## config.mk

```make
export PLATFORM = sky130hd
export DESIGN_NAME = nand_ecc_corrector
export DESIGN_NICKNAME = d
export VERILOG_FILES = /design/src/rtl/nand_ecc_pkg.sv /design/src/rtl/ecc_code_pack.sv /design/src/rtl/ecc_syndrome_classify.sv /design/src/rtl/ecc_rmw_seq.sv /design/src/rtl/nand_ecc_corrector.sv
export SDC_FILE = /design/constraint.sdc
export NUM_CORES = 1
export LEC_CHECK = 0
export BUFFER_PORTS_ARGS = -buffer_cell sky130_fd_sc_hd__buf_2
export CORE_MARGIN = 3
export CORE_UTILIZATION = 44
export CTS_BUF_LIST = sky130_fd_sc_hd__clkbuf_4 sky130_fd_sc_hd__clkbuf_8 sky130_fd_sc_hd__clkbuf_16
export CTS_CLUSTER_DIAMETER = 150
export DETAILED_ROUTE_END_ITERATION = 7
export PLACE_DENSITY = 0.86
export SYNTH_ARGS = -nofsm -noshare
export SYNTH_HDL_FRONTEND = slang
export SYNTH_SLANG_ARGS = --single-unit
```

## constraint.sdc

```tcl
create_clock -name clk -period 6.69 [get_ports clk]
set_input_delay 2.007 -clock clk [delete_from_list [all_inputs] [get_ports clk]]
set_output_delay 2.007 -clock clk [all_outputs]
set_load 0.01 [all_outputs]
```

## src/rtl/nand_ecc_pkg.sv

```systemverilog
// Shared types for the sector check and repair block.
// Assumes a two-bit status encoding visible at the top-level port.
package nand_ecc_pkg;

    typedef enum logic [1:0] {
        ECC_CLEAN      = 2'b00,
        ECC_DATA_FIXED = 2'b01,
        ECC_CODE_ONLY  = 2'b10,
        ECC_FAILED     = 2'b11
    } ecc_status_e;

endpackage

```

## src/rtl/ecc_code_pack.sv

```systemverilog
// Packs the 32-bit raw parity register into the inverted code word.
// Assumes each half of the code sits in the low bits of its 16-bit
// register half; the upper bits of each half are reserved and dropped.
module ecc_code_pack #(
    parameter int HALF_W = 12
) (
    input  logic [31:0]         raw_parity,
    output logic [2*HALF_W-1:0] calc_code
);

    logic [2*HALF_W-1:0] packed_code;

    // One slice per register half, reserved upper bits discarded.
    for (genvar h = 0; h < 2; h++) begin : g_half
        assign packed_code[h*HALF_W +: HALF_W] = raw_parity[h*16 +: HALF_W];
    end

    // Inversion makes an erased sector produce an all-ones code.
    assign calc_code = ~packed_code;

endmodule

```

## src/rtl/ecc_syndrome_classify.sv

```systemverilog
// Compares computed and stored code and sorts the syndrome into a class.
// Assumes the upper code half holds {byte offset, bit index} of a data
// fault and the lower half its complement. Purely combinational.
module ecc_syndrome_classify
    import nand_ecc_pkg::*;
#(
    parameter int HALF_W       = 12,
    parameter int SECTOR_BYTES = 512,
    localparam int CODE_W      = 2 * HALF_W,
    localparam int OFFS_W      = HALF_W - 3
) (
    input  logic [CODE_W-1:0] calc_code,
    input  logic [CODE_W-1:0] stored_code,
    output ecc_status_e       cls,
    output logic [OFFS_W-1:0] offset,
    output logic [7:0]        mask
);

    logic [CODE_W-1:0] syndrome;
    logic              is_compl;
    logic              in_range;
    logic              one_bit;

    assign syndrome = calc_code ^ stored_code;

    // Decode fault location from the upper syndrome half.
    always_comb begin
        offset = syndrome[CODE_W-1 -: OFFS_W];
        mask   = 8'(1) << syndrome[HALF_W +: 3];
    end

    // Derive the three tests the class decision needs.
    always_comb begin
        is_compl = (syndrome[HALF_W-1:0] ^ syndrome[CODE_W-1:HALF_W]) == '1;
        in_range = int'(offset) < SECTOR_BYTES;
        one_bit  = $countones(syndrome) == 1;
    end

    // Pick the class in order: clean, data fault, code fault, failure.
    always_comb begin
        if (syndrome == '0) begin
            cls = ECC_CLEAN;
        end else if (is_compl) begin
            cls = in_range ? ECC_DATA_FIXED : ECC_FAILED;
        end else if (one_bit) begin
            cls = ECC_CODE_ONLY;
        end else begin
            cls = ECC_FAILED;
        end
    end

endmodule

```

## src/rtl/ecc_rmw_seq.sv

```systemverilog
// Latches a classification on start and, for a data fault, runs a
// read-modify-write of the faulty byte. Assumes the buffer returns read
// data one cycle after the read strobe. Start is taken only when idle.
module ecc_rmw_seq
    import nand_ecc_pkg::*;
#(
    parameter int OFFS_W       = 9,
    parameter int SECTOR_BYTES = 512
) (
    input  logic              clk,
    input  logic              rst_n,
    input  logic              start,
    input  ecc_status_e       cls_in,
    input  logic [OFFS_W-1:0] offset_in,
    input  logic [7:0]        mask_in,
    input  logic [7:0]        buf_rdata,
    output logic              busy,
    output logic              done,
    output ecc_status_e       status_q,
    output logic [OFFS_W-1:0] offset_q,
    output logic [7:0]        mask_q,
    output logic              buf_rd_en,
    output logic              buf_wr_en,
    output logic [OFFS_W-1:0] buf_addr,
    output logic [7:0]        buf_wdata
);

    typedef enum logic [1:0] {
        ST_IDLE  = 2'd0,
        ST_READ  = 2'd1,
        ST_WRITE = 2'd2,
        ST_FIN   = 2'd3
    } seq_state_e;

    seq_state_e state;

    // Advance the sequence and capture the result on an accepted start.
    always_ff @(posedge clk) begin
        if (!rst_n) begin
            state    <= ST_IDLE;
            status_q <= ECC_CLEAN;
            offset_q <= '0;
            mask_q   <= '0;
        end else begin
            case (state)
                ST_IDLE: begin
                    if (start) begin
                        status_q <= cls_in;
                        offset_q <= offset_in;
                        mask_q   <= mask_in;
                        state    <= (cls_in == ECC_DATA_FIXED) ? ST_READ : ST_FIN;
                    end
                end
                ST_READ:  state <= ST_WRITE;
                ST_WRITE: state <= ST_FIN;
                default:  state <= ST_IDLE;
            endcase
        end
    end

    // Drive the handshake and buffer port from the current state.
    always_comb begin
        busy      = (state == ST_READ) || (state == ST_WRITE);
        done      = (state == ST_FIN);
        buf_rd_en = (state == ST_READ);
        buf_wr_en = (state == ST_WRITE);
        buf_addr  = offset_q;
        buf_wdata = buf_rdata ^ mask_q;
    end

    AST_WR_FOLLOWS_RD: assert property (@(posedge clk) disable iff (!rst_n)
        buf_wr_en |-> $past(buf_rd_en));
    AST_RD_ONLY_ON_FIX: assert property (@(posedge clk) disable iff (!rst_n)
        buf_rd_en |-> status_q == ECC_DATA_FIXED);
    AST_OFFSET_IN_SECTOR: assert property (@(posedge clk) disable iff (!rst_n)
        status_q == ECC_DATA_FIXED |-> int'(offset_q) < SECTOR_BYTES);
    AST_MASK_ONE_HOT: assert property (@(posedge clk) disable iff (!rst_n)
        status_q == ECC_DATA_FIXED |-> $countones(mask_q) == 1);
    AST_DONE_PULSE: assert property (@(posedge clk) disable iff (!rst_n)
        done |=> !done);
    AST_BUSY_NOT_DONE: assert property (@(posedge clk) disable iff (!rst_n)
        busy |-> !done);
    AST_RESULT_HELD: assert property (@(posedge clk) disable iff (!rst_n)
        busy |=> $stable(status_q) && $stable(offset_q));

endmodule

```

## src/rtl/nand_ecc_corrector.sv

```systemverilog
// Top level: packs the raw parity, classifies the syndrome against the
// stored code and repairs a single data bit in the sector buffer.
// Assumes stored_ecc holds byte 0 of the stored code in bits 7:0.
module nand_ecc_corrector
    import nand_ecc_pkg::*;
#(
    parameter int ECC_BYTES    = 3,
    parameter int SECTOR_BYTES = 512,
    localparam int CODE_W      = 8 * ECC_BYTES,
    localparam int HALF_W      = CODE_W / 2,
    localparam int OFFS_W      = HALF_W - 3
) (
    input  logic              clk,
    input  logic              rst_n,
    input  logic              start,
    input  logic [31:0]       raw_parity,
    input  logic [CODE_W-1:0] stored_ecc,
    output logic              busy,
    output logic              done,
    output logic [1:0]        status,
    output logic [OFFS_W-1:0] err_offset,
    output logic [7:0]        err_mask,
    output logic              buf_rd_en,
    output logic              buf_wr_en,
    output logic [OFFS_W-1:0] buf_addr,
    output logic [7:0]        buf_wdata,
    input  logic [7:0]        buf_rdata
);

    logic [CODE_W-1:0] calc_code;
    logic [CODE_W-1:0] stored_code;
    ecc_status_e       cls;
    ecc_status_e       status_q;
    logic [OFFS_W-1:0] offset_c;
    logic [7:0]        mask_c;

    // Reassemble the stored code from its bytes, least significant first.
    for (genvar b = 0; b < ECC_BYTES; b++) begin : g_byte
        assign stored_code[b*8 +: 8] = stored_ecc[b*8 +: 8];
    end

    ecc_code_pack #(.HALF_W(HALF_W)) u_pack (
        .raw_parity (raw_parity),
        .calc_code  (calc_code)
    );

    ecc_syndrome_classify #(.HALF_W(HALF_W), .SECTOR_BYTES(SECTOR_BYTES)) u_cls (
        .calc_code   (calc_code),
        .stored_code (stored_code),
        .cls         (cls),
        .offset      (offset_c),
        .mask        (mask_c)
    );

    ecc_rmw_seq #(.OFFS_W(OFFS_W), .SECTOR_BYTES(SECTOR_BYTES)) u_seq (
        .clk       (clk),
        .rst_n     (rst_n),
        .start     (start),
        .cls_in    (cls),
        .offset_in (offset_c),
        .mask_in   (mask_c),
        .buf_rdata (buf_rdata),
        .busy      (busy),
        .done      (done),
        .status_q  (status_q),
        .offset_q  (err_offset),
        .mask_q    (err_mask),
        .buf_rd_en (buf_rd_en),
        .buf_wr_en (buf_wr_en),
        .buf_addr  (buf_addr),
        .buf_wdata (buf_wdata)
    );

    // Present the enumerated status on a plain port.
    assign status = status_q;

    AST_RESET_QUIET: assert property (@(posedge clk)
        !rst_n |=> !busy && !done && status == 2'b00);

endmodule

```

# == Yosys cells after proc, flatten, opt, wreduce, memory -nomap -nowiden ==
# Index checks and enable logic that the tools add are counted.
# op_classes
n_reduce_logical,4
n_bitwise,4
multipliers,0
addsub,23
magnitude_cmp,0
n_div,0
eq_ne,7
n_shift,1
n_mux,6
# op_table
op,n
$add 32x32->32,11
$eq 32x2->1 const B,1
$add 1x1->2,12
$logic_not 24->1,1
$not 24->24,1
$xor 24x24->24,1
$eq 12x12->1 const B,1
$xor 12x12->12,1
$mux 2,4
$shl 1x3->8 const A,1
$xor 8x8->8,1
$pmux 2 s3,1
$eq 2x1->1 const B,2
$eq 2x2->1 const B,2
$logic_not 2->1,1
$ne 2x2->1 const B,1
$reduce_and 2->1,1
$logic_or 1x1->1,1
$mux 1,1
# totals
romBits,0
output_inout_bits,40
regBits,21
mem_count,0
mem_bits_rw,0
latchBits,0
word_cells,49

# == Logic depth before layout (Yosys ltp) ==
# Gate-level depths: netlist of the first run.
# depth
word_depth,15
mapped_depth,19

# == Hierarchy ==
# From an unflattened synthesis of the first run, not the netlist that was laid out.
# unflattened
hier_cells,258
area_unflattened_um2,2213.4
# by_module_without_submodules
mod,cells_per_inst,instances,seq_area_each_um2,area_each_um2
ecc_syndrome_classify,116,1,0.0,1103.6
ecc_rmw_seq,118,1,420.4,1019.7
ecc_code_pack,24,1,0.0,90.1

# == Worst setup path before layout of the first run ==
# Ideal clock, no wire load.
# synth_timing
path_kind,input to register
startpoint,input port raw_parity[16]
endpoint,register u_seq.status_q[0]
t_required_ps,6567
path_buffers,0
path_slack_ps,5
arrival_time_ps,6562
path_stages,16
path_cell_list,xnor2_1 > inv_1 > ha_1 > fa_1 > fa_1 > fa_1 > fa_1 > inv_1 > fa_1 > ha_1 > inv_1 > fa_1 > a211oi_1 > mux2_2 > a41oi_1 > a311o_2
# synth_between
elab_chain_len,11
# synth_rtl
item,line,rtl
start: declaration,nand_ecc_corrector.sv:16,"input logic [31:0] raw_parity,"
$not 24->24 (*),ecc_code_pack.sv:19,assign calc_code = ~packed_code;
$xor 24x24->24 (*),ecc_syndrome_classify.sv:24,assign syndrome = calc_code ^ stored_code;
$add 1x1->2 (implied by the code),ecc_syndrome_classify.sv:36,one_bit = $countones(syndrome) == 1;
$add 32x32->32 (implied by the code) (4 in series),ecc_syndrome_classify.sv:36,
$eq 32x2->1,ecc_syndrome_classify.sv:36,
$mux 1,ecc_syndrome_classify.sv:45,end else if (one_bit) begin
$mux 2,ecc_syndrome_classify.sv:43,end else if (is_compl) begin
$mux 2 (*),ecc_syndrome_classify.sv:41,if (syndrome == '0) begin
end signal: assignment,ecc_rmw_seq.sv:48,status_q <= cls_in;
end: declaration,ecc_rmw_seq.sv:19,"output ecc_status_e status_q,"
# Mark *: on every way between the ends. The rest lies on a longest branch, timed or not.
# A chain may end at the register's enable or synchronous reset.

# == Final worst setup path of the first run ==
# layout_timing
startpoint,input port raw_parity[22]
endpoint,register u_seq.status_q[0]
# layout_between
elab_chain_len,10
# layout_rtl
item,line,rtl
$not 24->24 (*),ecc_code_pack.sv:19,
$xor 24x24->24 (*),ecc_syndrome_classify.sv:24,
named net offset_c[3],nand_ecc_corrector.sv:34,logic [OFFS_W-1:0] offset_c;
$add 1x1->2 (implied by the code),ecc_syndrome_classify.sv:36,
$add 32x32->32 (implied by the code) (3 in series),ecc_syndrome_classify.sv:36,
$eq 32x2->1,ecc_syndrome_classify.sv:36,
$mux 1,ecc_syndrome_classify.sv:45,
$mux 2,ecc_syndrome_classify.sv:43,
$mux 2 (*),ecc_syndrome_classify.sv:41,
# Mark *: on every way through the listed nets, which the timed path passes. The rest lies on a longest branch.

==> summary.txt, run 1 <==
Global route
  • Total gr overflow: 0
  • Total GRT Usage: 0.1768
  • Initial antenna violation count: 0
  • First-pass GRT wire length: 9121 microns
  • Pin count of the biggest net entering global routing: 29
  • Vias in the first global route: 2,128

Synth
  • Sequential-to-total area share from yosys stat: 0.1698
  • Post-Syn Instances: 283
  • EDFF count, synth: 0
  • Ys Warns: 0
  • Async S/R FF share, synth: 0
  • Cell area after synthesis: 2476 sq um
  • Yosys reg bits: 21
  • Avg Inst Size Synth: 8.750 sq um
  • Yosys cell types: 32
  • Syn Nets: 408
  • Post-synth top flop: dfxtp_1

Critical path
  • Critical path's most frequent cell: fa_1
  • Reg2Reg Depth: 7
  • Crit path capture type: flop
  • Worst path required time: 6.84 ns
  • RR Endpoint: u_seq.status_q[0]
  • Crit path largest cell delay: 0.55 ns
  • CP arrival: 6.80 ns
  • Crit Path Class: in2reg
  • R2R setup slack: 4.69 ns
  • Crit-path cells: buf_2 > xor2_4 > inv_1 > ha_2 > inv_2 > fa_1 > fa_1 > fa_1 > fa_1 > inv_2 > fa_1 > ha_2 > inv_2 > fa_2 > nor4bb_4 > a41oi_2 > a311o_2
  • Critical-path top delay cell: fa_1
  • Critical R2R Launch: u_seq.state[0]
  • Worst setup path endpoint: u_seq.status_q[0]
  • Critical path origin: raw_parity[22]
  • Crit Path Max Fanout: 4
  • CP startpoint kind: input port

STA
  • Tightest Pin Transition: 0.8162 ns
  • RSZ-0062 raised after global routing: yes
  • Final period util: 0.9939
  • Skew final: 0.004008 ns
  • Max-slew headroom: 0.4546
  • Final Hold Vio Count: 0
  • Setup-failing EPs final: 0
  • Pins Over Slew Limit: 0
  • Max Clock Freq: 150.4 MHz
  • Post-Route Setup TNS: 0 ns
  • Min Tclk post-route: 6.649 ns
  • Setup ws final: 0.04093 ns
  • Final hold slack: 0.4941 ns

Die
  • Die W: 81.02 microns
  • Initial Util: 0.4698
  • Die ar.: 6563 sq um
  • FP Rows: 26
  • Core area: 5270 sq um
  • I/O Pins: 107
  • Die Ht: 81.02 microns

Detailed routing
  • DR WL/cell: 15.50 microns
  • DR iter-0 viols: 132
  • DR vias/cell: 5.023
  • DRC: 0
  • ANT nets after route: 0
  • Via count: 2,381
  • Final WL: 7348 microns
  • Drt first pass iters: 4

Cells and area
  • Non-Filler Instances: 474
  • Layout cells sized above 1: 0.4678
  • Ant. Diodes: 0
  • Area delta synth->final: 49.22%
  • Layout Nets: 530

Power
  • Tot Pwr: 0.001525 W
  • VDD IR max: 0.4821 mV
  • PD cells: 412.8 nW/um^2
  • Leakage Power: 1.880 nW

Placed design
  • Placed Cells: 467
  • Setup WS pre-CTS: -0.4591 ns
  • HPWL Detailed: 4869 microns
  • RD Place Congestion: 0.8403
  • Port Buffer Count: 98

Clocking
  • H-tree levels: 1
  • CTS tree: yes
  • TritonCTS Sinks: 21
  • Reg clk slew, reported paths: 0.07 ns
  • Clk_lat worst skew: 0.26 ns
  • CTS root buf: clkbuf_8
  • Hold Buf Count CTS: 0
  • Cts bufs inserted: 3
  • CTS max path bufs: 2

Run
  • Max-Cap Viols: 0

Run status
  • Status: complete, no violations

Hold path
  • Hold Crit Class: reg2reg
-- cell usage in the layout (no fill, tap or decap), drive strengths merged, types with 2 or more instances in the layout --
cell and instances:
o31ai 2, nand4 6, inv 63, nand2 21, fa 19, nor4 2
nand3 9, clkbuf 4, ha 39, dfxtp 21, xor2 18, a21boi 8
o21ai 10, buf 131, nor3 2, a21oi 2, xnor2 26, and2 10
-- flip-flops by register name, summed over array words and instances (netlist names) --
signal	cells
u_seq.buf_addr	9
u_seq.mask_q	8
u_seq.state	2
u_seq.status_q	2
-- critical path: cells and delay by family --
family / cells / cell delay, ns
XOR/XNOR: 1 / 0.23
AND/OR/NAND/NOR: 1 / 0.19
buffers and inverters: 5 / 0.36
AO/OA/AOI/OAI: 2 / 0.56
adder cells (fa/ha/maj): 8 / 3.45
-- cell families (layout without fill, tap and decap cells) --
kind of cell               Yosys count  in the layout  synth area share
and+or+nand+nor                     55             55            0.1132
buffers and inverters               77            198            0.1309
xor gates and xnor gates            44             44            0.1587
muxes                                1              1          0.004547
AOI/OAI and AO/OA                   27             27           0.07226
DFF                                 21             21            0.1698
adders and majority gates           58             58            0.3507
-- synthesized netlist by cell type, drive strengths merged (2+ instances only) --
library cell / count / area [sq um]
a21oi: 2 / 10.01
nand2: 21 / 78.83
fa: 19 / 380.4
o21ai: 10 / 50.05
nor4: 2 / 12.51
dfxtp: 21 / 420.4
nand3: 9 / 45.04
xnor2: 26 / 235.2
ha: 39 / 488.0
a21boi: 8 / 60.06
inv: 63 / 236.5
nand4: 6 / 37.54
and2: 10 / 62.56
clkbuf: 4 / 15.01
buf: 10 / 72.56
xor2: 18 / 157.7
nor3: 2 / 10.01
o31ai: 2 / 15.01
-- through the flow --
stage / util / cell area [sq um]
4_1_cts: 0.6296 / 3318
3_5_place_dp: 0.6057 / 3192
2_1_floorplan: - / 2476
6_report: 0.7011 / 3695
3_3_place_gp: 0.6057 / 3192
5_1_grt: 0.7011 / 3695
-- per-layer routing --
metal	vias to the layer above	track usage	share of wire
met3	33	0.007761	0.068
met2	126	0.3383	0.53
met5	-	0	0
met4	0	0.06081	0.041
li1	1100	-	-
met1	1122	0.2079	0.36
-- how the worst min path moves through the flow --
| stage | from | endpoint | slack [ns] | depth (start not counted) |
|---|---|---|---|---|
| after floorplan | u_seq.status_q[1] | u_seq.status_q[1] | 0.50 | 2 |
| after global placement | u_seq.mask_q[2] | u_seq.mask_q[2] | 0.47 | 2 |
| after detailed placement | u_seq.status_q[1] | u_seq.status_q[1] | 0.48 | 2 |
| after CTS | u_seq.status_q[1] | u_seq.status_q[1] | 0.49 | 2 |
| after global routing | u_seq.mask_q[1] | u_seq.mask_q[1] | 0.51 | 2 |
| final | u_seq.mask_q[1] | u_seq.mask_q[1] | 0.49 | 2 |
-- report_power, final --
part	switching (W)	total, W	internal (W)	leakage (nW)
combinational	0.000613	0.00128	0.000663	1.68
clock	0.0000389	0.0000854	0.0000465	0.0262
sequential	0.0000174	0.000165	0.000147	0.172
total	0.000669	0.00153	0.000857	1.88
-- cell type report --
cell class	count	area, sq um
inverter	63	236.5
timing repair buffer	131	810.8
sequential	21	420.4
clock buffer	4	48.80
tap	70	87.58
fill	359	1575
multi-input combinational	185	2091
-- repair_timing --
| item | CTS | global route |
|---|---|---|
| buffers inserted | 0 | 4 |
| gates resized for setup | 12 | 69 |
| endpoints found under the setup margin | 1 | 1 |
| pin swaps | 3 | 37 |
| endpoints found under the hold margin | 0 | 0 |
No activity file was read; power rests on OpenSTA's default activity.
==> inputs of run 2 (changes only) <==
MAX_ROUTING_LAYER = met4   (was default)
REMOVE_ABC_BUFFERS = 1   (was default)
==> run 2 against run 1 <==
Core utilization down 4.7 points. Power down 6.8%. Via count down 4.5%. Combinational power down 8%. Fmax up 1.6%. Critical endpoint unchanged. Sequential cell count unchanged. Clock power down 2%. Final cell count up 0.63%. Final area down 6.6%. Critical path type unchanged. Count of clock-buffer cells in the layout down 1. Die area unchanged. Non-clock buffer count up 3.
==> summary.txt, run 2 (synthesis results as in run 1) <==
Power
  • Flop pwr share: 0.115
  • Leakage Power: 1.860 nW
  • VDD IR max: 0.3280 mV
  • Net switching power: 0.0006293 W
  • Internal power: 0.0007930 W
  • Tot Pwr: 0.001422 W
  • Combinational Power Share: 0.826
  • PD cells: 412.3 nW/um^2
  • Clk network pwr share: 0.059
  • Net Sw Frac: 0.4425

Hold path
  • Hold-critical path depth: 2
  • Hold Crit Class: reg2reg

Critical path
  • CP startpoint kind: input port
  • Reg2Reg Depth: 7
  • Crit path capture type: flop
  • Crit Path Max Fanout: 3
  • Worst path required time: 6.84 ns
  • Crit Path Class: in2reg
  • CP arrival: 6.70 ns

Die
  • Die ar.: 6563 sq um
  • Die W: 81.02 microns
  • Initial Util: 0.4698
  • Core area: 5270 sq um
  • FP Rows: 26
  • Die Ht: 81.02 microns
  • I/O Pins: 107

Placed design
  • RD Place Congestion: 0.9071
  • Placed Instance Area: 3169 sq um
  • HPWL Detailed: 5139 microns
  • Port Buffer Count: 98
  • Setup WS pre-CTS: -0.4136 ns

Detailed routing
  • Drt first pass iters: 4
  • DR iter-0 viols: 179
  • DRC: 0
  • DR vias/cell: 4.767
  • Via count: 2,274
  • ANT nets after route: 0
  • DR WL/cell: 13.56 microns
  • Final WL: 6466 microns

STA
  • Final Hold Vio Count: 0
  • Max-slew headroom: 0.4349
  • Pins Over Slew Limit: 0
  • Max Clock Freq: 152.9 MHz
  • Tightest Pin Transition: 0.8456 ns
  • Post-Route Setup TNS: 0 ns
  • Setup ws final: 0.1482 ns
  • Final period util: 0.9778
  • Skew final: 0.002122 ns
  • Min Tclk post-route: 6.542 ns
  • Setup-failing EPs final: 0

Global route
  • Total GRT Usage: 0.1948
  • Pin count of the biggest net entering global routing: 29
  • Vias in the first global route: 2,157
  • Initial antenna violation count: 0
  • First-pass GRT wire length: 9673 microns
  • Total gr overflow: 0

Clocking
  • CTS max path bufs: 2
  • Hold Buf Count CTS: 0
  • Cts bufs inserted: 3
  • Clk_lat worst skew: 0.26 ns
  • CTS tree: yes
  • Reg clk slew, reported paths: 0.08 ns
  • CTS root buf: clkbuf_8
  • H-tree levels: 1
  • TritonCTS Sinks: 21

Cells and area
  • Max reg flops: 9
  • Layout cells sized above 1: 0.4152
  • Layout Nets: 533
  • Commonest non-fill, non-tap cells in the layout: buf_2, inv_1, ha_1, buf_4
  • Fillers: 424
  • Commonest non-fill, non-tap cell in the layout: buf_2
  • Design Area, Final: 3450 sq um
  • Area delta synth->final: 39.31%
  • Ant. Diodes: 0

Run
  • Max-Cap Viols: 0

Run status
  • Status: complete, no violations
run 2: worst max-delay path, cell delays in order:
cell and delay [ns]:
buf_2 0.10, xnor2_1 0.32, ha_1 0.33, fa_2 0.49, fa_2 0.57, inv_1 0.05, fa_1 0.45, fa_2 0.36
fa_1 0.53, ha_2 0.18, inv_1 0.05, fa_2 0.53, nor4bb_4 0.21, a41oi_2 0.15, a311o_2 0.38
run 2: final timing paths:
kind	start	endpoint	slack (ns)
max reg2reg	u_seq.state[0]	u_seq.status_q[0]	4.59
min	u_seq.mask_q[0]	u_seq.mask_q[0]	0.49
max	raw_parity[17]	u_seq.status_q[0]	0.15
min reg2reg	u_seq.mask_q[0]	u_seq.mask_q[0]	0.49
run 2: routing by layer:
layer  GRT usage  wire length, microns  up-vias
li1            -                     -     1107
met1      0.2218                  2480     1070
met2      0.3514                  3443       82
met3     0.03659                   391       15
met4     0.04730                   150        0
met5           -                     0        -
run 2: final cells by class:
type,count,area (sq um),area share
clock buffer,3,41.29,0.01197
sequential,21,420.4,0.1219
timing repair buffer,134,760.7,0.2205
multi-input combinational,185,1898,0.5502
tap,70,87.58,0.02539
inverter,63,236.5,0.06855
clock inverter,1,5.005,0.001451
run 2: what timing repair did:
item,CTS,global route
setup endpoints to repair,1,1
pin swaps,4,22
gates resized for setup,12,19
buffers inserted,2,7
run 2: through the flow:
stage | util | std cells | hold slack [ns]
global placement | 0.6014 | 464 | 0.4567
detailed placement | 0.6014 | 464 | 0.4796
floorplan | - | 269 | 0.4969
global route | 0.6546 | 477 | 0.5146
CTS | 0.6284 | 470 | 0.4974
finish | 0.6546 | 477 | 0.4917
run 2: power by group through the flow:
stage / registers, W / clock network (W) / logic [W]
after floorplan: 0.000178 / 0 / 0.000651
after global placement: 0.000164 / 0 / 0.000888
after detailed placement: 0.000167 / 0 / 0.000960
after CTS: 0.000164 / 0.0000853 / 0.00102
after global routing: 0.000167 / 0.0000907 / 0.00135
final: 0.000164 / 0.0000835 / 0.00118
